$ cat src/rtl/cer_pkg.sv
package cer_pkg;

  localparam int OP_W   = 8;
  localparam int FLG_W  = 12;
  localparam int IDX_W  = 12;
  localparam int WORD_W = OP_W + FLG_W + IDX_W;

  // Event codes the handler reacts to
  localparam logic [FLG_W-1:0] EVC_FW_UP = 12'h001;
  localparam logic [FLG_W-1:0] EVC_LINK  = 12'h006;
  localparam logic [FLG_W-1:0] EVC_ERR   = 12'h007;

  // Number of commands posted after firmware comes up
  localparam int BRINGUP_STEPS = 2;

  typedef enum logic {DR_IDLE, DR_DATA} drain_st_e;

  function automatic logic [WORD_W-1:0] pack_word(
      input logic [OP_W-1:0] op, input logic [FLG_W-1:0] flg,
      input logic [IDX_W-1:0] idx);
    return {op, flg, idx};
  endfunction

  function automatic logic [FLG_W-1:0] evt_code(input logic [WORD_W-1:0] w);
    return w[IDX_W +: FLG_W];
  endfunction

  // Step 0: declare host stack up; step 1: start link negotiation, any speed
  function automatic logic [WORD_W-1:0] bringup_word(input int unsigned step);
    case (step)
      0:       return pack_word(8'h01, 12'h001, 12'h000);
      default: return pack_word(8'h0B, 12'h000, 12'h000);
    endcase
  endfunction

endpackage

$ cat src/rtl/cer_bringup_seq.sv
module cer_bringup_seq
  import cer_pkg::*;
(
  input  logic              clk,
  input  logic              rst_n,
  input  logic              start,
  input  logic              take,
  output logic              busy,
  output logic [WORD_W-1:0] word
);

  localparam int ST_W = $clog2(BRINGUP_STEPS + 1);
  localparam logic [ST_W-1:0] LAST = ST_W'(BRINGUP_STEPS);

  logic [ST_W-1:0] stage_q;

  assign busy = (stage_q != '0);
  assign word = bringup_word(32'(stage_q) - 32'd1);

  always_ff @(posedge clk) begin
    if (!rst_n) begin
      stage_q <= '0;
    end else if (!busy) begin
      if (start) stage_q <= ST_W'(1);
    end else if (take) begin
      stage_q <= (stage_q == LAST) ? '0 : stage_q + ST_W'(1);
    end
  end

endmodule

$ cat src/rtl/cer_cmd_writer.sv
module cer_cmd_writer
  import cer_pkg::*;
#(
  parameter int DEPTH = 64,
  localparam int AW = $clog2(DEPTH)
) (
  input  logic              clk,
  input  logic              rst_n,
  input  logic              auto_valid,
  input  logic [WORD_W-1:0] auto_word,
  output logic              auto_take,
  input  logic              host_valid,
  input  logic [WORD_W-1:0] host_word,
  output logic              host_ready,
  output logic              wr_en,
  output logic [AW-1:0]     wr_addr,
  output logic [WORD_W-1:0] wr_data,
  output logic              cmd_write,
  output logic [AW-1:0]     prod_idx
);

  localparam logic [AW-1:0] LAST = AW'(DEPTH - 1);

  logic          run_q;
  logic [AW-1:0] clr_q;
  logic          wr_en_q;
  logic          cmd_q;
  logic [AW-1:0] addr_q;
  logic [WORD_W-1:0] data_q;
  logic [AW-1:0] pi_q;
  logic          slot_free;
  logic          host_take;

  // Fixed priority: self-generated commands before host commands
  assign slot_free  = run_q && !wr_en_q;
  assign auto_take  = slot_free && auto_valid;
  assign host_ready = slot_free && !auto_valid;
  assign host_take  = host_ready && host_valid;

  always_ff @(posedge clk) begin
    if (!rst_n) begin
      run_q   <= 1'b0;
      clr_q   <= '0;
      wr_en_q <= 1'b0;
      cmd_q   <= 1'b0;
      addr_q  <= '0;
      data_q  <= '0;
      pi_q    <= '0;
    end else begin
      wr_en_q <= 1'b0;
      cmd_q   <= 1'b0;
      if (!run_q) begin
        wr_en_q <= 1'b1;
        addr_q  <= clr_q;
        data_q  <= '0;
        clr_q   <= clr_q + AW'(1);
        if (clr_q == LAST) run_q <= 1'b1;
      end else if (auto_take || host_take) begin
        wr_en_q <= 1'b1;
        cmd_q   <= 1'b1;
        addr_q  <= pi_q;
        data_q  <= auto_take ? auto_word : host_word;
      end
      if (cmd_q) pi_q <= pi_q + AW'(1);
    end
  end

  assign wr_en     = wr_en_q;
  assign wr_addr   = addr_q;
  assign wr_data   = data_q;
  assign cmd_write = cmd_q;
  assign prod_idx  = pi_q;

endmodule

$ cat src/rtl/cer_evt_drain.sv
module cer_evt_drain
  import cer_pkg::*;
#(
  parameter int DEPTH = 256,
  localparam int AW = $clog2(DEPTH)
) (
  input  logic              clk,
  input  logic              rst_n,
  input  logic [AW-1:0]     prod_idx,
  output logic              rd_en,
  output logic [AW-1:0]     rd_addr,
  input  logic [WORD_W-1:0] rd_data,
  output logic [AW-1:0]     cons_idx,
  input  logic              auto_busy,
  output logic              auto_start,
  output logic              link_stb,
  output logic              err_stb,
  output logic [WORD_W-1:0] evt_word
);

  drain_st_e         st_q;
  logic [AW-1:0]     work_q;
  logic [AW-1:0]     cons_q;
  logic              link_q, err_q;
  logic [WORD_W-1:0] word_q;
  logic [FLG_W-1:0]  code;
  logic              is_up;
  logic              hold;

  assign code       = evt_code(rd_data);
  assign is_up      = (st_q == DR_DATA) && (code == EVC_FW_UP);
  assign hold       = is_up && auto_busy;
  assign auto_start = is_up && !auto_busy;
  assign rd_en      = (st_q == DR_IDLE) && (work_q != prod_idx);
  assign rd_addr    = work_q;

  always_ff @(posedge clk) begin
    if (!rst_n) begin
      st_q   <= DR_IDLE;
      work_q <= '0;
      cons_q <= '0;
      link_q <= 1'b0;
      err_q  <= 1'b0;
      word_q <= '0;
    end else begin
      link_q <= 1'b0;
      err_q  <= 1'b0;
      case (st_q)
        DR_IDLE: begin
          if (rd_en)                 st_q   <= DR_DATA;
          else if (work_q != cons_q) cons_q <= work_q;
        end
        default: begin
          if (!hold) begin
            work_q <= work_q + AW'(1);
            st_q   <= DR_IDLE;
            if (code == EVC_LINK) begin
              link_q <= 1'b1;
              word_q <= rd_data;
            end else if (code == EVC_ERR) begin
              err_q  <= 1'b1;
              word_q <= rd_data;
            end
          end
        end
      endcase
    end
  end

  assign cons_idx = cons_q;
  assign link_stb = link_q;
  assign err_stb  = err_q;
  assign evt_word = word_q;

endmodule

$ cat src/rtl/cmd_evt_ring_ctl.sv
module cmd_evt_ring_ctl
  import cer_pkg::*;
#(
  parameter int CMD_DEPTH = 64,
  parameter int EVT_DEPTH = 256,
  localparam int CPI_W = $clog2(CMD_DEPTH),
  localparam int EPI_W = $clog2(EVT_DEPTH)
) (
  input  logic              clk,
  input  logic              rst_n,
  input  logic              hcmd_valid,
  output logic              hcmd_ready,
  input  logic [WORD_W-1:0] hcmd_word,
  output logic              cr_wr_en,
  output logic [CPI_W-1:0]  cr_wr_addr,
  output logic [WORD_W-1:0] cr_wr_data,
  output logic [CPI_W-1:0]  cmd_pi,
  input  logic [EPI_W-1:0]  ev_pi,
  output logic              ev_rd_en,
  output logic [EPI_W-1:0]  ev_rd_addr,
  input  logic [WORD_W-1:0] ev_rd_data,
  output logic [EPI_W-1:0]  ev_ci,
  output logic              link_chg,
  output logic              evt_err,
  output logic [WORD_W-1:0] evt_word
);

  logic              auto_busy;
  logic              auto_take;
  logic              auto_start;
  logic              cmd_write;
  logic [WORD_W-1:0] auto_word;

  cer_bringup_seq u_seq (
    .clk   (clk),
    .rst_n (rst_n),
    .start (auto_start),
    .take  (auto_take),
    .busy  (auto_busy),
    .word  (auto_word)
  );

  cer_cmd_writer #(.DEPTH(CMD_DEPTH)) u_wr (
    .clk        (clk),
    .rst_n      (rst_n),
    .auto_valid (auto_busy),
    .auto_word  (auto_word),
    .auto_take  (auto_take),
    .host_valid (hcmd_valid),
    .host_word  (hcmd_word),
    .host_ready (hcmd_ready),
    .wr_en      (cr_wr_en),
    .wr_addr    (cr_wr_addr),
    .wr_data    (cr_wr_data),
    .cmd_write  (cmd_write),
    .prod_idx   (cmd_pi)
  );

  cer_evt_drain #(.DEPTH(EVT_DEPTH)) u_drain (
    .clk        (clk),
    .rst_n      (rst_n),
    .prod_idx   (ev_pi),
    .rd_en      (ev_rd_en),
    .rd_addr    (ev_rd_addr),
    .rd_data    (ev_rd_data),
    .cons_idx   (ev_ci),
    .auto_busy  (auto_busy),
    .auto_start (auto_start),
    .link_stb   (link_chg),
    .err_stb    (evt_err),
    .evt_word   (evt_word)
  );

endmodule

$ cat config.mk
export PLATFORM = sky130hd
export DESIGN_NAME = cmd_evt_ring_ctl
export DESIGN_NICKNAME = d
export VERILOG_FILES = /design/src/rtl/cer_pkg.sv /design/src/rtl/cer_bringup_seq.sv /design/src/rtl/cer_cmd_writer.sv /design/src/rtl/cer_evt_drain.sv /design/src/rtl/cmd_evt_ring_ctl.sv
export SDC_FILE = /design/constraint.sdc
export NUM_CORES = 1
export LEC_CHECK = 0
export BUFFER_PORTS_ARGS = -buffer_cell sky130_fd_sc_hd__buf_2
export CORE_ASPECT_RATIO = 1.4
export CORE_UTILIZATION = 49
export DETAILED_ROUTE_END_ITERATION = 16
export GPL_TIMING_DRIVEN = 0
export PLACE_DENSITY = 0.81
export SETUP_SLACK_MARGIN = 0.4
export SLEW_MARGIN = 5
export SYNTH_ARGS = -nofsm -noshare
export SYNTH_HDL_FRONTEND = slang
export SYNTH_SLANG_ARGS = --single-unit
$ cat constraint.sdc
create_clock -name clk -period 4.4 [get_ports clk]
set_clock_uncertainty 0.05 [all_clocks]
set_input_delay 0.66 -clock clk [delete_from_list [all_inputs] [get_ports clk]]
set_output_delay 0.66 -clock clk [all_outputs]
set_load 0.05 [all_outputs]
== Yosys cells after proc, flatten, opt, wreduce, memory -nomap -nowiden ==
Cells that the tools add are included.
Widths: inputs -> output; s select.
Storage, ports and cells
  word-level logic and storage cells: 73
  output and inout bits: 97
  flip-flop bits (word level): 106
  bits of input ports: 75
Operators by class
  bitwise gates (word level): 4
  equal/unequal tests: 9
  add/sub/neg operators: 5
  reductions and logical operators: 22
  mux-type cells: 19
Operators with widths (number)
  $mux 32: 3
  $logic_not 32->1: 1
  $mux 28: 1
  $eq 12x3->1 const B: 2
  $ne 8x8->1: 2
  $add 6x1->6 const B: 2
  $eq 12x1->1 const B: 1
  $mux 6: 2
  $mux 1: 9
  $add 8x1->8 const B: 1
  $logic_and 1x1->1: 8
  $mux 2: 4
  $eq 6x6->1 const B: 1
  $reduce_and 2->1: 3
  $reduce_and 3->1: 2
  $reduce_bool 2->1: 3
  $ne 2x2->1 const B: 2
  $not 1->1: 4
  $reduce_or 4->1: 1
  $reduce_or 3->1: 1
  $sub 2x1->3 const B: 1
  $add 2x1->2 const B: 1
  $eq 2x2->1 const B: 1
  $logic_not 1->1: 2
  $logic_or 1x1->1: 1

== Depth between registers and ports, before layout ==
Gate-level depths: netlist of the first run.
  word-level depth: 7
  mapped depth: 7
  gate-level depth less buffers: 5

== Hierarchy ==
Synthesis of the first run repeated with hierarchy kept, for this count alone.
Unflattened totals
  cells, all modules: 568
  area, all modules: 5079.9 um^2
Modules (own cells, without submodules)
  cer_cmd_writer: area each 2537.4 um^2, cells each 281, instances 1, seq. area each 1061.0 um^2
  cer_evt_drain: area each 2207.1 um^2, cells each 244, instances 1, seq. area each 1021.0 um^2
  cer_bringup_seq: area each 335.3 um^2, cells each 43, instances 1, seq. area each 40.0 um^2

== Least setup slack after synthesis of the first run ==
Ideal clock, no wire load.
  path kind: register to register
  from: register u_wr.wr_en_q, in the netlist u_wr.wr_en
  to: register u_wr.data_q[0], in the netlist u_wr.wr_data[0]
  data arrival time: 2.601 ns
  data required time: 4.218 ns
  setup time: 0.132 ns
  clock period less this slack: 2.783 ns
  cell stages (with the launch flop): 8
  buffers on the path: 2
  setup slack: 1.617 ns
  path through: dfxtp_1 > nand2b_1 > nor3_1 > nand2_1 > clkbuf_1 > clkbuf_1 > nand3_1 > a21oi_1
On the way
  word-level cells in the longest chain between the ends: 5
  elaborated cells on any way between the ends: 7
  those cells by class: 1 x mux; 6 x reduce/logical
Ends and longest elaborated chain
  start, declared: RTL line cer_cmd_writer.sv:26  | logic wr_en_q;
  start signal, assigned: RTL line cer_cmd_writer.sv:44  | wr_en_q <= 1'b0;
  start signal, assigned: RTL line cer_cmd_writer.sv:50  | wr_en_q <= 1'b0;
  start signal, assigned: RTL line cer_cmd_writer.sv:53  | wr_en_q <= 1'b1;
  $logic_not 1->1: RTL line cer_cmd_writer.sv:35  | assign slot_free = run_q && !wr_en_q;
  $logic_and 1x1->1: RTL line cer_cmd_writer.sv:35
  $logic_and 1x1->1: RTL line cer_cmd_writer.sv:37  | assign host_ready = slot_free && !auto_valid;
  named net hcmd_ready: RTL line cmd_evt_ring_ctl.sv:12  | output logic hcmd_ready,
  $logic_and 1x1->1: RTL line cer_cmd_writer.sv:38  | assign host_take = host_ready && host_valid;
  $logic_or 1x1->1: RTL line cer_cmd_writer.sv:58  | end else if (auto_take || host_take) begin
  end signal, assigned: RTL line cer_cmd_writer.sv:62  | data_q <= auto_take ? auto_word : host_word;
  end, declared: RTL line cer_cmd_writer.sv:29  | logic [WORD_W-1:0] data_q;
The timed path passes the listed nets, and every way through them passes these cells.
A chain may end at the register's enable or synchronous reset.

== Final worst setup path of the first run ==
  from: register u_drain.work_q[0], in the netlist u_drain.rd_addr[0]
  to: output ev_rd_en
On the way
  word-level cells in the longest chain between the ends: 2
Ends and longest elaborated chain
  start, declared: RTL line cer_evt_drain.sv:22  | logic [AW-1:0] work_q;
  start signal, assigned: RTL line cer_evt_drain.sv:55  | work_q <= work_q + AW'(1);
  $ne 8x8->1: RTL line cer_evt_drain.sv:34  | assign rd_en = (st_q == DR_IDLE) && (work_q != prod_idx);
  $logic_and 1x1->1: RTL line cer_evt_drain.sv:34
  end, declared: RTL line cmd_evt_ring_ctl.sv:19  | output logic ev_rd_en,
Every way passes these cells.

==> reports/metrics.cfg, run 1 <==
[outcome]
outcome=finished, final reports clean

[sta]
layout_min_cycle_time_ns=2.56
final-hold-violation-count=0
slew_headroom=0.310
timing.fmax_mhz=390
rsz0062_at_grt=no
tns_ns=0
worst_slew_pin_slew_ns=1.03
finalSetupViolations=0
timing_max_transition_violations_final=0
period_share=0.583

[routing]
first_pass_iters=6
drt_iter0_drc=169
drt_wl_total_um=10800
post_drt_wl_per_cell_um=13.9
drc=0
antenna_left=0
vias_per_cell=5.17
vias=4015

[placement]
post_dp_cell_area_sq_um=5160
port_buffers=170
hpwl_um=8240
gp_congestion=0.860

[logic_synthesis]
ys_seq_area_frac=0.507
yosys.area.top_type=dfxtp_1
syn_inst=489
synthTopCellsByArea=dfxtp_1, nand2_1, a21oi_1
synth-edff-count=0
ys.flop_type=dfxtp_1
syn_nets=567
synth_top_area_frac=0.507
synth.avg_cell_area_sq_um=8.56
ys_warn_count=0
synthDistinctLibCells=46
ys_ff_latch=106
syn-cell-area_sq_um=4190
async_flop_share=0

[critical_path]
crit_required_ns=3.69
crit_path_cell_trace=clkbuf_1 -> xnor2_1 -> nand4_1 -> nor2_1 -> nor2_1 -> buf_2
cpLargestDelayFamily=buffers and inverters
endpoint_kind=output port
worstSetupStartpointType=register
cp.arrival_ns=1.85
crit_type=register to output port
cp_max_fo=6
slowest_delay_ns=0.38
worst_path_max_delay_cell=dfxtp_1
crit_top_cell=nor2_1
worstPathBufferInverterCount=2

[die]
io_pins=172
die_y_um=111
die_w_um=80.1
start_util=0.511
die_area_sq_um=8920
core-area_sq_um=8200
row_count=39

[cts]
cts_tree=done
cts_max_path_buffers=2
cts.reportedPaths.clkPinSlew_ns=0.07
cts_setup_buffers=0
cts_resized=0
h-tree-depth=3
postCtsHoldBufs=0
clock_sinks=106
cts_buffers=9
insertion_delay_ns=0.34
cts_root_buf=clkbuf_16

[cells_and_area]
post-route-util=0.671
final_cell_area_sq_um=5500
antenna_cells=0
syn_to_final_growth_pct=31.4
drive_gt1_frac=0.299
nets=748

[power]
leakagePower_nw=2.44
ir_drop_v=0.000274
power_density_nw_per_um2=358

[grt]
antenna_found_initial=0
grt_pass1_vias=3837
overflow=0
grt_pass1_wl_um=17100
grt_util_all_layers=0.246
grt_max_degree=17

[min_path]
hp-class=register to register

[job]
cap_violations=0

## sequential cells by signal, summed over array words and instances (netlist names)
register          flops
u_wr.wr_en            1
u_drain.evt_word     32
u_wr.wr_data         32
u_wr.wr_addr          6
u_drain.st_q          1
u_drain.rd_addr       8
u_drain.err_stb       1
u_wr.cmd_write        1
u_seq.stage_q         2
u_drain.cons_idx      8
u_wr.prod_idx         6
u_drain.link_stb      1
u_wr.clr_q            6
u_wr.run_q            1
## cells in the mapped netlist, types with 3 or more instances
| library cell | count |
|---|---|
| ha_1 | 3 |
| clkbuf_1 | 31 |
| nand3_1 | 36 |
| o21ai_0 | 11 |
| nor2b_1 | 5 |
| a211oi_1 | 6 |
| nor3_1 | 3 |
| nand4_1 | 6 |
| mux2i_1 | 8 |
| buf_2 | 3 |
| and3_1 | 12 |
| xnor2_1 | 17 |
| a21oi_1 | 54 |
| xor2_1 | 13 |
| dfxtp_1 | 106 |
| nand2_1 | 98 |
| and2_1 | 6 |
| nor2_1 | 33 |
## final timing paths
| check | from | endpoint | slack, ns | depth (start not counted) |
|---|---|---|---|---|
| max | u_drain.rd_addr[0]$_SDFFE_PN0P_ | ev_rd_en | 1.84 | 6 |
| max reg2reg | u_drain.rd_addr[0]$_SDFFE_PN0P_ | u_drain.cons_idx[5]$_SDFFE_PN0P_ | 2.08 | 7 |
| min reg2reg | u_drain.evt_word[29]$_SDFFE_PN0P_ | u_drain.evt_word[29]$_SDFFE_PN0P_ | 0.40 | 2 |
| min | u_drain.evt_word[29]$_SDFFE_PN0P_ | u_drain.evt_word[29]$_SDFFE_PN0P_ | 0.40 | 2 |
## final cells by class
class	instances	area, sq um
tap	102	128
multi-input combinational	341	1880
buffer	39	170
sequential	106	2120
clock inverter	5	103
timing repair buffer	170	851
fill	716	2700
clock buffer	11	233
inverter	3	11.3
## through the flow
step	setup WS (ns)	std cells	power [mW]	hold slack (ns)
after floorplan	1.62	489	1.05	0.441
after global placement	1.74	761	1.10	0.390
after detailed placement	1.72	761	1.10	0.394
after CTS	1.85	777	1.98	0.403
after global routing	1.73	777	2.04	0.425
final	1.84	777	1.97	0.402
## layout by cell type, fill, tap and decap left out, types with 2 or more instances in the layout
| cell | Yosys | routed |
|---|---|---|
| nand4_1 | 6 | 6 |
| ha_1 | 3 | 3 |
| mux2i_1 | 8 | 8 |
| a211oi_1 | 6 | 6 |
| o21ai_0 | 11 | 11 |
| a222oi_1 | 2 | 2 |
| or4_4 | 2 | 2 |
| and2_1 | 6 | 6 |
| or3_1 | 2 | 2 |
| clkbuf_1 | 31 | 33 |
| xnor2_1 | 17 | 17 |
| or4_1 | 2 | 2 |
| xor2_1 | 13 | 13 |
| a21oi_1 | 54 | 54 |
| buf_2 | 3 | 173 |
| and3_1 | 12 | 12 |
| nor2_1 | 33 | 33 |
| a21boi_0 | 2 | 2 |
| buf_6 | 2 | 2 |
| bufinv_16 | 0 | 3 |
| nor2b_1 | 5 | 5 |
| a2111oi_0 | 2 | 2 |
| dfxtp_1 | 106 | 106 |
| nor4_1 | 2 | 2 |
| clkbuf_16 | 0 | 9 |
| nor3_1 | 3 | 3 |
| nand3_1 | 36 | 36 |
| a31oi_1 | 2 | 2 |
| nand2_1 | 98 | 98 |
| inv_1 | 2 | 2 |
## kinds of logic (layout without fill, tap and decap cells)
group	after synthesis	in the layout	synth area share
AOI/OAI and AO/OA	85	85	0.118
xor gates and xnor gates	30	30	0.0628
adders and majority gates	3	3	0.00897
buffers and inverters	42	228	0.0433
DFF	106	106	0.507
muxes	9	9	0.0218
and+or+nand+nor	214	214	0.238
## tightest hold or removal path: stages (launching register included)
cell and delay (ns):
dfxtp_1 0.31, nand2_1 0.05, a21oi_1 0.05
## power breakdown
part	switching, mW	internal [mW]	total, mW	leakage (nW)
logic	0.0595	0.0452	0.105	1.43
registers	0.00688	0.966	0.973	0.855
clock network	0.336	0.555	0.891	0.160
total	0.402	1.57	1.97	2.44
## per-layer routing
| layer | vias up | global-route usage | share of wire |
|---|---|---|---|
| met2 | 142 | 0.438 | 0.51 |
| met1 | 1841 | 0.269 | 0.40 |
| li1 | 2012 | - | - |
| met5 | - | 0 | 0 |
| met3 | 20 | 0.0648 | 0.067 |
| met4 | 0 | 0.106 | 0.023 |
Note: power is estimated with default switching activity, not from simulation.
==> inputs of run 2 (changes only) <==
Settings changed: ABC_AREA from default to 1, CORE_UTILIZATION 49 to 44, PLACE_DENSITY 0.81 to 0.76.
Clock period 4.4 ns to 2.3 ns, I/O delays scaled along.
==> run 2 against run 1 <==
  * Combinational power up 150%
  * Critical path type unchanged
  * Cell count up 18%
  * Largest power group unchanged
  * Hold slack worse by 0.23 ns
  * Largest cell class unchanged
  * Via count up 10%
==> reports/metrics.cfg, run 2 <==
[sta]
slew_headroom=0.629
layout_min_cycle_time_ns=1.96
rsz0062_at_grt=yes
whs_ns=0.172
timing.fmax_mhz=511
tns_ns=0
final-hold-violation-count=0
finalSetupViolations=0
period_share=0.850
worst_slew_pin_slew_ns=0.557
timing_max_transition_violations_final=0

[routing]
post_drt_wl_per_cell_um=12.5
drt_iter0_drc=138
vias=4421
drc=0
first_pass_iters=4
drt_wl_total_um=11500
vias_per_cell=4.81
antenna_left=0

[logic_synthesis]
syn_inst=588
synth.most_common_cell=nand2_1
synthTopCellsByArea=dfxtp_1, nand2_1, a21oi_1
synth-edff-count=0
ys_ff_latch=106
ys_seq_area_frac=0.490
syn-cell-area_sq_um=4330
netlist_top_cells_count=nand2_1, dfxtp_1, a21oi_1
yosys.area.top_type=dfxtp_1
synth.avg_cell_area_sq_um=7.37
synth_top_area_frac=0.490
syn_nets=666
async_flop_share=0
ys.flop_type=dfxtp_1
synthDistinctLibCells=31
ys_warn_count=0

[grt]
grt_util_all_layers=0.226
antenna_found_initial=0
grt_pass1_wl_um=18300
grt_max_degree=21
grt_pass1_vias=4166
overflow=0

[cells_and_area]
regArea_sq_um=2140
syn_to_final_growth_pct=34.5
final_common_cell=nand2_1
multiInputGateArea_sq_um=1890
antenna_cells=0
most-common-layout-cells=nand2_1, buf_2, dfxtp_1
nets=861
fillers=862
drive_gt1_frac=0.312

[outcome]
outcome=finished, final reports clean

[die]
io_pins=172
start_util=0.455
die_y_um=119
core-area_sq_um=9510
die_area_sq_um=10300
die_w_um=85.9
row_count=42

[cts]
h-tree-depth=3
cts_tree=done
insertion_delay_ns=0.35
cts_buffers=9
cts_root_buf=clkbuf_16
cts.reportedPaths.clkPinSlew_ns=0.07
clock_sinks=106
postCtsHoldBufs=0
cts_max_path_buffers=2

[power]
power_density_nw_per_um2=623
leakagePower_nw=2.66
ir_drop_v=0.000411
p_total_mw=3.63

[critical_path]
crit_type=register to output port
worstSetupStartpointType=register
slowest_delay_ns=0.34
worst-path-stages=9
cp.arrival_ns=1.56
cp_max_fo=3
crit_top_cell=nand2_1
endpoint_kind=output port
r2r-start=u_drain.rd_addr[6]$_SDFFE_PN0P_
crit_required_ns=1.90
timing.rr.end=u_drain.cons_idx[4]$_SDFFE_PN0P_
reg2reg_slack_ns=0.52
worstPathBufferInverterCount=4
cp-startpoint=u_drain.rd_addr[6]$_SDFFE_PN0P_
worst_path_max_delay_cell=dfxtp_2
cpLargestDelayFamily=buffers and inverters
critical_path.endpoint=ev_rd_en
r2r_cells=12
crit_path_cell_trace=buf_8 -> inv_2 -> nand2_1 -> nand2_1 -> nor2_1 -> nand2_1 -> o21ai_2 -> inv_1 -> buf_6

[job]
cap_violations=0

[placement]
hpwl_um=8620
gp_congestion=0.850
port_buffers=170

[min_path]
hp-class=primary input to register

-- run 2: cell families after synthesis --
logic type / count (synthesis) / synth area share
and+or+nand+nor: 301 / 0.284
xor gates and xnor gates: 14 / 0.0283
buffers and inverters: 73 / 0.0763
adders and majority gates: 3 / 0.00867
AOI/OAI and AO/OA: 91 / 0.113
DFF: 106 / 0.490
-- run 2: metal layers --
metal | vias up | share of wire | global-route usage
li1 | 2267 | - | -
met1 | 1963 | 0.41 | 0.242
met2 | 166 | 0.50 | 0.405
met3 | 25 | 0.066 | 0.0631
met4 | 0 | 0.022 | 0.101
met5 | - | 0 | 0
-- run 2: per-stage QoR --
stage | instance area [sq um] | setup WS (ns) | util | cells
final | 5830 | 0.345 | 0.613 | 920
after CTS | 5790 | 0.359 | 0.609 | 918
after global placement | 5360 | 0.325 | 0.563 | 890
after detailed placement | 5360 | 0.321 | 0.563 | 890
after global routing | 5830 | 0.265 | 0.613 | 920
after floorplan | 4340 | 0.463 | - | 588
-- run 2: repair_timing --
item	in CTS	in global routing
endpoints found under the setup margin	1	10
buffers inserted	12	2
pin swaps	8	6
resized for setup	15	11
-- run 2: worst min-delay path by stage --
stage | startpoint | to | slack (ns) | cells past startpoint
2_1_floorplan | ev_rd_data[12] | u_drain.link_stb$_SDFF_PP0_ | 0.37 | 1
3_3_place_gp | u_drain.evt_word[22]$_SDFFE_PN0P_ | u_drain.evt_word[22]$_SDFFE_PN0P_ | 0.38 | 2
3_5_place_dp | u_drain.evt_word[16]$_SDFFE_PN0P_ | u_drain.evt_word[16]$_SDFFE_PN0P_ | 0.38 | 2
4_1_cts | ev_rd_data[12] | u_drain.link_stb$_SDFF_PP0_ | 0.16 | 2
5_1_grt | ev_rd_data[12] | u_drain.link_stb$_SDFF_PP0_ | 0.17 | 2
6_report | ev_rd_data[12] | u_drain.link_stb$_SDFF_PP0_ | 0.17 | 2
-- run 2: area by class of cell --
cell class              instances  area share
clock inverters                 7      0.0125
inverters                      42      0.0271
clock buffers                   9      0.0387
flip-flops and latches        106       0.367
repair buffers                184       0.166
plain buffers                  31      0.0363
multi-input cells             409       0.325
well taps                     132      0.0283
-- run 2: power breakdown --
| part | internal [mW] | total (mW) | switching [mW] |
|---|---|---|---|
| logic | 0.107 | 0.258 | 0.150 |
| registers | 1.84 | 1.86 | 0.0103 |
| clock network | 0.767 | 1.52 | 0.749 |
| total | 2.72 | 3.63 | 0.909 |
